File: src/rtl/rfs_pkg.sv
package rfs_pkg;

    typedef enum logic [2:0] {
        S_PWR  = 3'd0,
        S_IDLE = 3'd1,
        S_PRE  = 3'd2,
        S_CSR  = 3'd3,
        S_RAS  = 3'd4
    } rfs_state_e;

    function automatic int unsigned cdiv(input int unsigned num, input int unsigned den);
        return (num + den - 1) / den;
    endfunction

    function automatic int unsigned imax(input int unsigned a, input int unsigned b);
        return (a > b) ? a : b;
    endfunction

endpackage

File: src/rtl/rfs_tick_timer.sv
module rfs_tick_timer #(
    parameter int unsigned PERIOD = 16
) (
    input  logic clk,
    input  logic rst_n,
    input  logic en,
    output logic tick
);
    localparam int unsigned W = $clog2(PERIOD + 1);
    localparam logic [W-1:0] LAST = W'(PERIOD - 1);

    logic [W-1:0] cnt_d, cnt_q;

    always_comb begin
        tick  = en && (cnt_q == LAST);
        cnt_d = cnt_q;
        if (!en || tick) cnt_d = '0;
        else             cnt_d = cnt_q + 1'b1;
    end

    always_ff @(posedge clk or negedge rst_n) begin
        if (!rst_n) cnt_q <= '0;
        else        cnt_q <= cnt_d;
    end
endmodule

File: src/rtl/rfs_owed_ctr.sv
module rfs_owed_ctr #(
    parameter int unsigned CAP = 9,
    parameter int unsigned W   = 4
) (
    input  logic         clk,
    input  logic         rst_n,
    input  logic         inc,
    input  logic         dec,
    output logic [W-1:0] owed
);
    logic [W-1:0] owed_d, owed_q;

    always_comb begin
        owed_d = owed_q;
        if (inc && !dec && owed_q != W'(CAP)) owed_d = owed_q + 1'b1;
        if (dec && !inc && owed_q != '0)      owed_d = owed_q - 1'b1;
    end

    always_ff @(posedge clk or negedge rst_n) begin
        if (!rst_n) owed_q <= '0;
        else        owed_q <= owed_d;
    end

    assign owed = owed_q;
endmodule

File: src/rtl/cbr_refresh_sched.sv
module cbr_refresh_sched
    import rfs_pkg::*;
#(
    parameter int unsigned CLK_NS         = 10,
    parameter int unsigned POWERUP_NS     = 200_000,
    parameter int unsigned INIT_REFRESHES = 8,
    parameter int unsigned RETENTION_NS   = 32_000_000,
    parameter int unsigned ROWS           = 2048,
    parameter int unsigned MAX_POSTPONE   = 8,
    parameter int unsigned PREEMPT        = 0,
    parameter int unsigned TRAS_NS        = 60,
    parameter int unsigned TRP_NS         = 40,
    parameter int unsigned TRC_NS         = 110,
    parameter int unsigned TCSR_NS        = 10,
    parameter int unsigned TCHR_NS        = 10,
    parameter int unsigned TRPC_NS        = 5,
    parameter int unsigned TWRP_NS        = 10
) (
    input  logic clk,
    input  logic rst_n,
    input  logic ref_gnt,
    output logic ref_req,
    output logic ref_own,
    output logic init_done,
    output logic ras_n,
    output logic cas_n,
    output logic we_n
);
    localparam int unsigned PWR_CYC  = imax(cdiv(POWERUP_NS, CLK_NS), 2);
    localparam int unsigned INTV_CYC = imax(RETENTION_NS / ROWS / CLK_NS, 2);
    localparam int unsigned CSR_CYC  = imax(imax(cdiv(TCSR_NS, CLK_NS), cdiv(TWRP_NS, CLK_NS)), 1);
    localparam int unsigned RAS_CYC  = imax(imax(cdiv(TRAS_NS, CLK_NS), cdiv(TCHR_NS, CLK_NS)), 1);
    localparam int unsigned RC_CYC   = cdiv(TRC_NS, CLK_NS);
    localparam int unsigned RC_REST  = (RC_CYC > RAS_CYC + CSR_CYC) ? RC_CYC - RAS_CYC - CSR_CYC : 1;
    localparam int unsigned PRE_CYC  = imax(imax(cdiv(TRP_NS, CLK_NS), cdiv(TRPC_NS, CLK_NS)), RC_REST);
    localparam int unsigned CNT_W    = $clog2(imax(imax(PRE_CYC, CSR_CYC), RAS_CYC) + 1);
    localparam int unsigned INIT_W   = $clog2(INIT_REFRESHES + 1);
    localparam int unsigned OWE_CAP  = MAX_POSTPONE + 1;
    localparam int unsigned OWE_W    = $clog2(OWE_CAP + 1);

    localparam logic [CNT_W-1:0] PRE_LAST = CNT_W'(PRE_CYC - 1);
    localparam logic [CNT_W-1:0] CSR_LAST = CNT_W'(CSR_CYC - 1);
    localparam logic [CNT_W-1:0] RAS_LAST = CNT_W'(RAS_CYC - 1);

    typedef struct packed {
        rfs_state_e         st;
        logic [CNT_W-1:0]   cnt;
        logic [INIT_W-1:0]  left;
        logic               tail;
        logic               done;
        logic               own;
        logic               ras_n;
        logic               cas_n;
    } seq_t;

    localparam seq_t SEQ_RST = '{st: S_PWR, cnt: '0, left: '0, tail: 1'b0,
                                 done: 1'b0, own: 1'b0, ras_n: 1'b1, cas_n: 1'b1};

    seq_t             r_q, r_d;
    logic             pwr_tick, intv_tick, owed_dec, more, urgent;
    logic [OWE_W-1:0] owed;

    rfs_tick_timer #(.PERIOD(PWR_CYC)) u_pwr_timer (
        .clk(clk), .rst_n(rst_n), .en(r_q.st == S_PWR), .tick(pwr_tick)
    );

    rfs_tick_timer #(.PERIOD(INTV_CYC)) u_intv_timer (
        .clk(clk), .rst_n(rst_n), .en(r_q.done), .tick(intv_tick)
    );

    rfs_owed_ctr #(.CAP(OWE_CAP), .W(OWE_W)) u_owed (
        .clk(clk), .rst_n(rst_n), .inc(intv_tick), .dec(owed_dec), .owed(owed)
    );

    always_comb begin
        r_d      = r_q;
        owed_dec = 1'b0;
        urgent   = owed > OWE_W'(MAX_POSTPONE);
        more     = r_q.done ? (owed != '0) : (r_q.left != '0);
        case (r_q.st)
            S_PWR: begin
                if (pwr_tick) begin
                    r_d.st   = S_PRE;
                    r_d.cnt  = '0;
                    r_d.tail = 1'b0;
                    r_d.own  = 1'b1;
                    r_d.left = INIT_W'(INIT_REFRESHES);
                end
            end
            S_IDLE: begin
                if (owed != '0 && (PREEMPT != 0 || ref_gnt || urgent)) begin
                    r_d.st   = S_PRE;
                    r_d.cnt  = '0;
                    r_d.tail = 1'b0;
                    r_d.own  = 1'b1;
                end
            end
            S_PRE: begin
                if (r_q.cnt == PRE_LAST) begin
                    r_d.cnt = '0;
                    if (!r_q.tail || more) begin
                        r_d.st = S_CSR;
                    end else begin
                        r_d.st   = S_IDLE;
                        r_d.own  = 1'b0;
                        r_d.done = 1'b1;
                    end
                end else begin
                    r_d.cnt = r_q.cnt + 1'b1;
                end
            end
            S_CSR: begin
                if (r_q.cnt == CSR_LAST) begin
                    r_d.cnt = '0;
                    r_d.st  = S_RAS;
                end else begin
                    r_d.cnt = r_q.cnt + 1'b1;
                end
            end
            S_RAS: begin
                if (r_q.cnt == RAS_LAST) begin
                    r_d.cnt  = '0;
                    r_d.st   = S_PRE;
                    r_d.tail = 1'b1;
                    if (r_q.done) owed_dec = 1'b1;
                    else          r_d.left = r_q.left - 1'b1;
                end else begin
                    r_d.cnt = r_q.cnt + 1'b1;
                end
            end
            default: r_d = SEQ_RST;
        endcase
        r_d.ras_n = (r_d.st != S_RAS);
        r_d.cas_n = !(r_d.st == S_CSR || r_d.st == S_RAS);
    end

    always_ff @(posedge clk or negedge rst_n) begin
        if (!rst_n) r_q <= SEQ_RST;
        else        r_q <= r_d;
    end

    assign ras_n     = r_q.ras_n;
    assign cas_n     = r_q.cas_n;
    assign we_n      = 1'b1;
    assign ref_own   = r_q.own;
    assign init_done = r_q.done;
    assign ref_req   = r_q.done && (r_q.st == S_IDLE) && (owed != '0);
endmodule

File: config.mk
export PLATFORM = sky130hd
export DESIGN_NAME = cbr_refresh_sched
export DESIGN_NICKNAME = d
export VERILOG_FILES = /design/src/rtl/rfs_pkg.sv /design/src/rtl/rfs_tick_timer.sv /design/src/rtl/rfs_owed_ctr.sv /design/src/rtl/cbr_refresh_sched.sv
export SDC_FILE = /design/constraint.sdc
export NUM_CORES = 1
export LEC_CHECK = 0
export CORE_UTILIZATION = 60
export CTS_BUF_LIST = sky130_fd_sc_hd__clkbuf_8
export CTS_CLUSTER_DIAMETER = 50
export DETAILED_ROUTE_END_ITERATION = 16
export HOLD_SLACK_MARGIN = 0.05
export PLACE_DENSITY = 0.84
export SYNTH_ARGS = -nofsm -noshare
export SYNTH_HDL_FRONTEND = slang
export SYNTH_SLANG_ARGS = --single-unit
export TNS_END_PERCENT = 30
File: constraint.sdc
create_clock -name clk -period 5.25 [get_ports clk]
set_input_delay 1.05 -clock clk [delete_from_list [all_inputs] [get_ports clk]]
set_output_delay 1.05 -clock clk [all_outputs]
set_load 0.02 [all_outputs]
==> insert_results.sql, run 1 <==
INSERT INTO impl_metrics (metric_group, metric, value, unit) VALUES
('cts', 'post_cts_buffers', '0', ''),
('timing', 'final_cycle_utilization_of_the_critical_path', '0.5895', ''),
('cts', 'clk_root_buffer_cell', 'sky130_fd_sc_hd__clkbuf_8', ''),
('pwr', 'leakagePower', '1.170', 'nW'),
('drt', 'post-route-drc-count', '0', ''),
('hold_path', 'hold_path.class', 'reg -> reg', ''),
('placement', 'detailed_place.area', '2604', 'um2'),
('grt', 'gr-usage-all-layers', '0.2338', ''),
('critical_path', 'crit_path_end_kind', 'flip-flop', ''),
('placement', 'port-buffer-count', '7', ''),
('yosys', 'synth-seq-cells', '45', ''),
('floorplanning', 'floorplan.rows', '23', ''),
('critical_path', 'timing_worst_setup_path_type', 'reg -> reg', ''),
('finish', 'layout-drive-gt1-share', '0.05660', ''),
('finish', 'stdcell_area', '2724', 'um2'),
('critical_path', 'worstPathMaxFanout', '14', ''),
('yosys', 'synthMostInstantiatedCell', 'sky130_fd_sc_hd__dfrtp_1', ''),
('grt', 'antenna_violations_before_repair', '0', ''),
('yosys', 'post_synth_instance_area', '2517', 'um2'),
('yosys', 'netlist_instances', '259', ''),
('yosys', 'ys_warn_count', '0', ''),
('timing', 'finalClockSkew', '0.004670', 'ns'),
('critical_path', 'regToRegSetupSlack', '2.16', 'ns'),
('floorplanning', 'fp.coreArea', '4000', 'um2'),
('timing', 'maxSlewHeadroom', '0.3532', ''),
('cts', 'clock_latency_on_the_worst_skew_pair', '0.30', 'ns'),
('floorplanning', 'die-area', '4459', 'um2'),
('critical_path', 'cp-start-kind', 'flip-flop', ''),
('timing', 'timing_max_transition_violations_final', '0', ''),
('yosys', 'post_synth_edffs', '0', ''),
('pwr', 'p_per_area', '230.2', 'nW/um2'),
('critical_path', 'required', '5.47', 'ns'),
('critical_path', 'worst-endpoint-arrival', '3.31', 'ns'),
('drt', 'final_antenna_net_count', '0', ''),
('placement', 'dp_hpwl', '3.235', 'mm'),
('grt', 'global_route.overflow_total', '0', ''),
('cts', 'cts.path.max_buffers', '2', ''),
('floorplanning', 'io_pins', '9', ''),
('yosys', 'synth.top_cells.by_count', 'sky130_fd_sc_hd__dfrtp_1 (43), sky130_fd_sc_hd__nor2_1 (32), sky130_fd_sc_hd__nand2_1 (15), sky130_fd_sc_hd__inv_1 (14), sky130_fd_sc_hd__xor2_1 (13)', ''),
('yosys', 'syn_avg_cell_area', '9.720', 'um2'),
('drt', 'drt_iter0_drc', '170', ''),
('timing', 'report.final.setup_viol', '0', ''),
('pwr', 'ir_worst_vdd', '161.9', 'uV'),
('floorplanning', 'floorplan.initialDensity', '0.6293', ''),
('drt', 'routedWlPerCell', '15.03', 'um'),
('flow_run', 'cap_violations', '0', ''),
('yosys', 'yosysTopAreaCellShare', '0.4274', ''),
('outcome', 'status', 'complete, no violations', ''),
('grt', 'maximum_number_of_pins_on_one_net_before_global_route_repair', '46', ''),
('drt', 'detailroute.via_count', '1909', ''),
('cts', 'ctsResizeCount', '0', ''),
('timing', 'totalNegativeSetupSlack', '0', 'ns'),
('cts', 'cts_hold_buf', '0', ''),
('finish', 'syn_to_final_growth', '8.201', '%'),
('cts', 'count_of_h_tree_levels_built_during_cts', '2', ''),
('timing', 'grt_setup_unrepaired', 'false', ''),
('yosys', 'syn-num-nets', '275', ''),
('cts', 'cts_num_sinks', '45', ''),
('yosys', 'ys_async_sr_fraction', '1.000', ''),
('yosys', 'ys_top_cells_by_area', 'sky130_fd_sc_hd__dfrtp_1 (43%), sky130_fd_sc_hd__ha_1 (6.0%), sky130_fd_sc_hd__nor2_1 (4.8%)', ''),
('drt', 'via_per_inst', '6.060', ''),
('drt', 'firstDrtPassIters', '4', ''),
('cts', 'cts.reportedPaths.clkPinSlew', '0.09', 'ns'),
('yosys', 'synth_seq_area_share', '0.4483', ''),
('drt', 'routed_wirelength', '4.735', 'mm'),
('grt', 'grt_pass1_wl', '7.824', 'mm'),
('timing', 'finalCriticalPeriod', '3.095', 'ns'),
('finish', 'final_nets', '280', ''),
('timing', 'worst_pin_slew', '0.9701', 'ns'),
('floorplanning', 'die_extent_in_x', '66.78', 'um'),
('grt', 'number_of_global_route_vias_before_repair', '1759', ''),
('finish', 'n_antenna_cell', '0', ''),
('timing', 'achievable-frequency', '0.3231', 'GHz'),
('cts', 'tritoncts', 'yes', ''),
('placement', 'place.gp.congestion', '0.8539', ''),
('yosys', 'post_synth_num_cell_types', '56', ''),
('yosys', 'yosys_most_used_dff', 'sky130_fd_sc_hd__dfrtp_1', ''),
('cts', 'cts_made_buffers', '5', ''),
('yosys', 'synth.largest_area_cell', 'sky130_fd_sc_hd__dfrtp_1', ''),
('floorplanning', 'chipHeight', '66.78', 'um'),
('timing', 'finalHoldViolCount', '0', '');
layer usage:
metal | track usage | up-vias | part of all wire
li1 | - | 929 | -
met1 | 0.3113 | 942 | 0.47
met2 | 0.3775 | 28 | 0.49
met3 | 0.04623 | 10 | 0.027
met4 | 0.07979 | 0 | 0.017
met5 | 0 | - | 0
cell families (layout without fill, tap and decap cells):
logic type / count (synthesis) / count (layout) / synth area share
mux: 7 / 7 / 0.02932
flops: 45 / 45 / 0.4483
fa+ha+maj: 13 / 13 / 0.06759
buf+inv: 23 / 29 / 0.03728
xor+xnor: 21 / 21 / 0.07306
simple gates: 111 / 111 / 0.2366
compound gates: 38 / 38 / 0.1064
other cells: 1 / 1 / 0.001490
area by class of cell:
| type | count | area, um2 |
|---|---|---|
| clock inverter | 2 | 37.54 |
| sequential | 45 | 1129 |
| fill | 315 | 1276 |
| inverter | 14 | 52.55 |
| timing repair buffer | 7 | 65.06 |
| clock buffer | 6 | 82.58 |
| multi-input combinational | 191 | 1295 |
| tap | 50 | 62.56 |
stage by stage:
step	cells	total power [mW]	utilization	hold WS, ns	setup slack, ns
2_1_floorplan	259	0.3547	-	0.4479	2.560
3_3_place_gp	307	0.3621	0.6509	0.4759	2.294
3_5_place_dp	307	0.3622	0.6509	0.4725	2.244
4_1_cts	315	0.6327	0.6810	0.4845	2.187
5_1_grt	315	0.6475	0.6810	0.5139	2.004
6_report	315	0.6269	0.6810	0.4867	2.155
cells in the final DEF (no fill, tap or decap), types with 3 or more instances in the layout:
cell,netlist,final
sky130_fd_sc_hd__a21o_1,3,3
sky130_fd_sc_hd__a21oi_1,9,9
sky130_fd_sc_hd__and3_1,3,3
sky130_fd_sc_hd__and4_1,4,4
sky130_fd_sc_hd__clkbuf_8,0,6
sky130_fd_sc_hd__clkdlybuf4s50_1,0,6
sky130_fd_sc_hd__dfrtp_1,43,43
sky130_fd_sc_hd__ha_1,12,12
sky130_fd_sc_hd__inv_1,14,14
sky130_fd_sc_hd__mux2i_1,4,4
sky130_fd_sc_hd__nand2_1,15,15
sky130_fd_sc_hd__nand3_1,11,11
sky130_fd_sc_hd__nand4_1,8,8
sky130_fd_sc_hd__nor2_1,32,32
sky130_fd_sc_hd__nor2b_1,5,5
sky130_fd_sc_hd__nor3_1,10,10
sky130_fd_sc_hd__o21ai_0,5,5
sky130_fd_sc_hd__o31ai_1,3,3
sky130_fd_sc_hd__or3_1,3,3
sky130_fd_sc_hd__or4_1,3,3
sky130_fd_sc_hd__xnor2_1,8,8
sky130_fd_sc_hd__xor2_1,13,13
worst max-delay path: stages (launching register included):
cell	delay (ns)
sky130_fd_sc_hd__dfrtp_1	0.53
sky130_fd_sc_hd__or3b_1	0.56
sky130_fd_sc_hd__or3_1	0.41
sky130_fd_sc_hd__nand2b_1	0.19
sky130_fd_sc_hd__inv_1	0.12
sky130_fd_sc_hd__ha_1	0.24
sky130_fd_sc_hd__a21o_1	0.19
sky130_fd_sc_hd__a21o_1	0.19
sky130_fd_sc_hd__or4b_1	0.46
sky130_fd_sc_hd__o2111ai_1	0.11
power breakdown:
group          total, mW  leakage [nW]  internal, mW  switching [mW]
Clock              0.272        0.0574         0.155           0.118
Sequential         0.346         0.596         0.346               0
Combinational    0.00835         0.517      0.000996         0.00735
final timing paths:
check	start	to	depth (start not counted)
min in group asynchronous	rst_n	init_done	1
max reg2reg	r_q[13]	u_owed.owed[3]	9
min reg2reg	u_pwr_timer.cnt_q[0]	u_pwr_timer.cnt_q[0]	1
min	u_pwr_timer.cnt_q[0]	u_pwr_timer.cnt_q[0]	1
max in group asynchronous	rst_n	r_q[8]	1
max	r_q[13]	u_owed.owed[3]	9
state kept, by name, summed over array words and instances (netlist names):
signal	flops
init_done	1
u_intv_timer.cnt_q	11
cas_n	1
ref_own	1
u_owed.owed	4
ras_n	1
r_q	11
u_pwr_timer.cnt_q	15
No activity file was read; power rests on OpenSTA's default activity.
==> inputs of run 2 (changes only) <==
==> constraint.sdc (replaced) <==
create_clock -name clk -period 2.9 [get_ports clk]
set_input_delay 0.58 -clock clk [delete_from_list [all_inputs] [get_ports clk]]
set_output_delay 0.58 -clock clk [all_outputs]
set_load 0.02 [all_outputs]
==> run 2 against run 1 <==
Effect of this change: largest power group unchanged; clock-buffer cell count fell by 1; highest routed layer unchanged; critical endpoint unchanged; via count increased by 2.5%; design area is 1.5% higher; total power increased by 67%; sequential share of layout area fell by 0.62 points; clock power rose by 49%.
==> insert_results.sql, run 2 (same netlist as run 1, synthesis figures left out) <==
INSERT INTO impl_metrics (metric_group, metric, value, unit) VALUES
('floorplanning', 'die_extent_in_x', '66.78', 'um'),
('hold_path', 'hold_path.class', 'in -> async', ''),
('critical_path', 'required', '3.11', 'ns'),
('finish', 'syn_to_final_growth', '9.841', '%'),
('cts', 'cts.reportedPaths.clkPinSlew', '0.09', 'ns'),
('pwr', 'post-layout-total-power', '1.046', 'mW'),
('floorplanning', 'floorplan.rows', '23', ''),
('timing', 'finalCriticalPeriod', '2.749', 'ns'),
('drt', 'detailroute.via_count', '1957', ''),
('pwr', 'ir_worst_vdd', '301.0', 'uV'),
('timing', 'worst_pin_slew', '0.9683', 'ns'),
('drt', 'routed_wirelength', '4.880', 'mm'),
('pwr', 'p_per_area', '378.4', 'nW/um2'),
('finish', 'register_name_with_the_most_flops', 'u_pwr_timer.cnt_q', ''),
('placement', 'place.gp.congestion', '0.8914', ''),
('floorplanning', 'die-area', '4459', 'um2'),
('floorplanning', 'io_pins', '9', ''),
('drt', 'final_antenna_net_count', '0', ''),
('cts', 'cts_num_sinks', '45', ''),
('finish', 'largest_regs', 'u_pwr_timer.cnt_q: 15 flops, r_q: 11 flops, u_intv_timer.cnt_q: 11 flops', ''),
('critical_path', 'timing_worst_setup_path_type', 'reg -> reg', ''),
('critical_path', 'worst_stage_delay_on_the_critical_path', '0.47', 'ns'),
('timing', 'finalHoldViolCount', '0', ''),
('floorplanning', 'floorplan.initialDensity', '0.6293', ''),
('critical_path', 'r2r_start', 'r_q[10]', ''),
('grt', 'gr-usage-all-layers', '0.2458', ''),
('grt', 'global_route.overflow_total', '0', ''),
('finish', 'largest_register_ff_count', '15', ''),
('grt', 'antenna_violations_before_repair', '0', ''),
('finish', 'mostFrequentLayoutCells', 'sky130_fd_sc_hd__dfrtp_1 (43), sky130_fd_sc_hd__nor2_1 (32), sky130_fd_sc_hd__nand2_1 (15), sky130_fd_sc_hd__inv_1 (13), sky130_fd_sc_hd__xor2_1 (13)', ''),
('cts', 'post_cts_buffers', '0', ''),
('finish', 'layout-drive-gt1-share', '0.09559', ''),
('cts', 'count_of_h_tree_levels_built_during_cts', '2', ''),
('placement', 'dp_hpwl', '3.456', 'mm'),
('drt', 'drt_iter0_drc', '140', ''),
('critical_path', 'regToRegSetupSlack', '0.15', 'ns'),
('cts', 'clock_latency_on_the_worst_skew_pair', '0.30', 'ns'),
('drt', 'firstDrtPassIters', '4', ''),
('pwr', 'leakagePower', '1.200', 'nW'),
('drt', 'post-route-drc-count', '0', ''),
('critical_path', 'crit_top_cell', 'sky130_fd_sc_hd__a21o_1', ''),
('timing', 'maxSlewHeadroom', '0.3544', ''),
('critical_path', 'worstPathCellList', 'inv_1 > ha_2 > nand2_1 > or3_4 > nand2b_4 > inv_2 > ha_1 > a21o_1 > a21o_1 > or4b_1 > o2111ai_1', ''),
('drt', 'routedWlPerCell', '15.16', 'um'),
('critical_path', 'timing.reg2reg.worst_path_depth', '11', ''),
('finish', 'n_antenna_cell', '0', ''),
('timing', 'finalClockSkew', '0.006185', 'ns'),
('finish', 'final_nets', '287', ''),
('critical_path', 'worstPathMaxFanout', '3', ''),
('timing', 'report.final.setup_viol', '0', ''),
('floorplanning', 'chipHeight', '66.78', 'um'),
('cts', 'cts.path.max_buffers', '2', ''),
('critical_path', 'slowest_stage', 'sky130_fd_sc_hd__or4b_1', ''),
('cts', 'cts_made_buffers', '5', ''),
('grt', 'grt_pass1_wl', '8.079', 'mm'),
('drt', 'via_per_inst', '6.078', ''),
('critical_path', 'reg2reg_to', 'u_owed.owed[3]', ''),
('cts', 'clk_root_buffer_cell', 'sky130_fd_sc_hd__clkbuf_8', ''),
('critical_path', 'cp-start-kind', 'flip-flop', ''),
('cts', 'cts_hold_buf', '0', ''),
('floorplanning', 'fp.coreArea', '4000', 'um2'),
('outcome', 'status', 'complete, no violations', ''),
('placement', 'detailedPlace.worstSlack', '0.07102', 'ns'),
('timing', 'final_cycle_utilization_of_the_critical_path', '0.9478', ''),
('flow_run', 'cap_violations', '0', ''),
('placement', 'port-buffer-count', '7', ''),
('timing', 'layout_setup_ws', '0.1514', 'ns'),
('timing', 'timing_max_transition_violations_final', '0', ''),
('grt', 'maximum_number_of_pins_on_one_net_before_global_route_repair', '46', ''),
('cts', 'tritoncts', 'yes', ''),
('critical_path', 'worst-endpoint-arrival', '2.96', 'ns'),
('grt', 'number_of_global_route_vias_before_repair', '1790', ''),
('timing', 'achievable-frequency', '0.3638', 'GHz'),
('finish', 'final_common_cell', 'sky130_fd_sc_hd__dfrtp_1', ''),
('critical_path', 'crit_path_end_kind', 'flip-flop', '');
-- run 2: cell count changes in the layout (fill, tap and decap cells not counted) --
cell,previous run,this run
sky130_fd_sc_hd__buf_4,0,7
sky130_fd_sc_hd__bufinv_16,1,0
sky130_fd_sc_hd__clkbuf_8,6,5
sky130_fd_sc_hd__clkinv_4,0,1
sky130_fd_sc_hd__ha_1,12,11
sky130_fd_sc_hd__ha_2,0,1
sky130_fd_sc_hd__inv_1,14,13
sky130_fd_sc_hd__inv_2,0,1
sky130_fd_sc_hd__inv_6,0,1
sky130_fd_sc_hd__nand2b_1,2,1
sky130_fd_sc_hd__nand2b_4,0,1
sky130_fd_sc_hd__or3_1,3,2
sky130_fd_sc_hd__or3_4,0,1
-- run 2: what timing repair did --
item,4_1_cts,5_1_grt
setup endpoints to repair,0,1
resized for setup,0,4
endpoints found under the hold margin,0,0
-- run 2: power breakdown --
part	total, mW	internal (mW)	leakage, nW	switching [mW]
combinational	0.0152	0.00180	0.559	0.0134
sequential	0.627	0.627	0.596	0
clock	0.404	0.174	0.0447	0.230
total	1.05	0.803	1.20	0.244
-- run 2: how the worst max path moves through the flow --
stage	cells past startpoint	slack [ns]	to	startpoint
2_1_floorplan	10	0.21	u_owed.owed[3]	r_q[13]
3_3_place_gp	11	0.22	u_owed.owed[3]	r_q[10]
3_5_place_dp	11	0.07	u_owed.owed[3]	r_q[10]
4_1_cts	11	0.04	u_owed.owed[3]	r_q[10]
5_1_grt	11	-0.005	u_owed.owed[3]	r_q[10]
6_report	11	0.15	u_owed.owed[3]	r_q[10]
-- run 2: per-layer routing --
| metal | vias up | part of all wire | routed length (um) | GRT usage |
|---|---|---|---|---|
| met5 | - | 0 | 0 | 0 |
| met4 | 0 | 0.013 | 61 | 0.08777 |
| met3 | 6 | 0.039 | 191 | 0.05308 |
| met2 | 39 | 0.51 | 2469 | 0.4040 |
| met1 | 965 | 0.44 | 2158 | 0.3168 |
| li1 | 947 | - | - | - |
-- run 2: final cells by class --
type,instances,area (um2)
tap,50,62.56
clock inverter,3,25.02
inverter,14,52.55
sequential,45,1129
multi-input combinational,191,1310
timing repair buffer,14,117.6
fill,320,1235
clock buffer,5,68.82
-- run 2: metrics by stage --
step	cell area (um2)	setup TNS, ns	hold slack (ns)	util	cells
after floorplan	2517	0	0.2844	-	259
after global placement	2656	0	0.4778	0.6641	314
after detailed placement	2656	0	0.4981	0.6641	314
after CTS	2750	0	0.4615	0.6875	322
after global routing	2765	-0.004986	0.5055	0.6913	322
final	2765	0	0.4226	0.6913	322
-- run 2: critical path, delay by kind of cell, from the launching register on --
family	cells	cell delay, ns
adder cells (fa/ha/maj)	2	0.45
flip-flops	1	0.40
buffers and inverters	2	0.18
AO/OA/AOI/OAI	3	0.50
AND/OR/NAND/NOR	4	1.14
==> inputs of run 3 (changes only) <==
--- a/config.mk
+++ b/config.mk
@@ -5,6 +5,7 @@
 export SDC_FILE = /design/constraint.sdc
 export NUM_CORES = 1
 export LEC_CHECK = 0
+export CAP_MARGIN = 5
 export CORE_UTILIZATION = 60
 export CTS_BUF_LIST = sky130_fd_sc_hd__clkbuf_8
 export CTS_CLUSTER_DIAMETER = 50
==> results of run 3 <==
No change in the layout: final DEF, timing and power equal those of run 2.
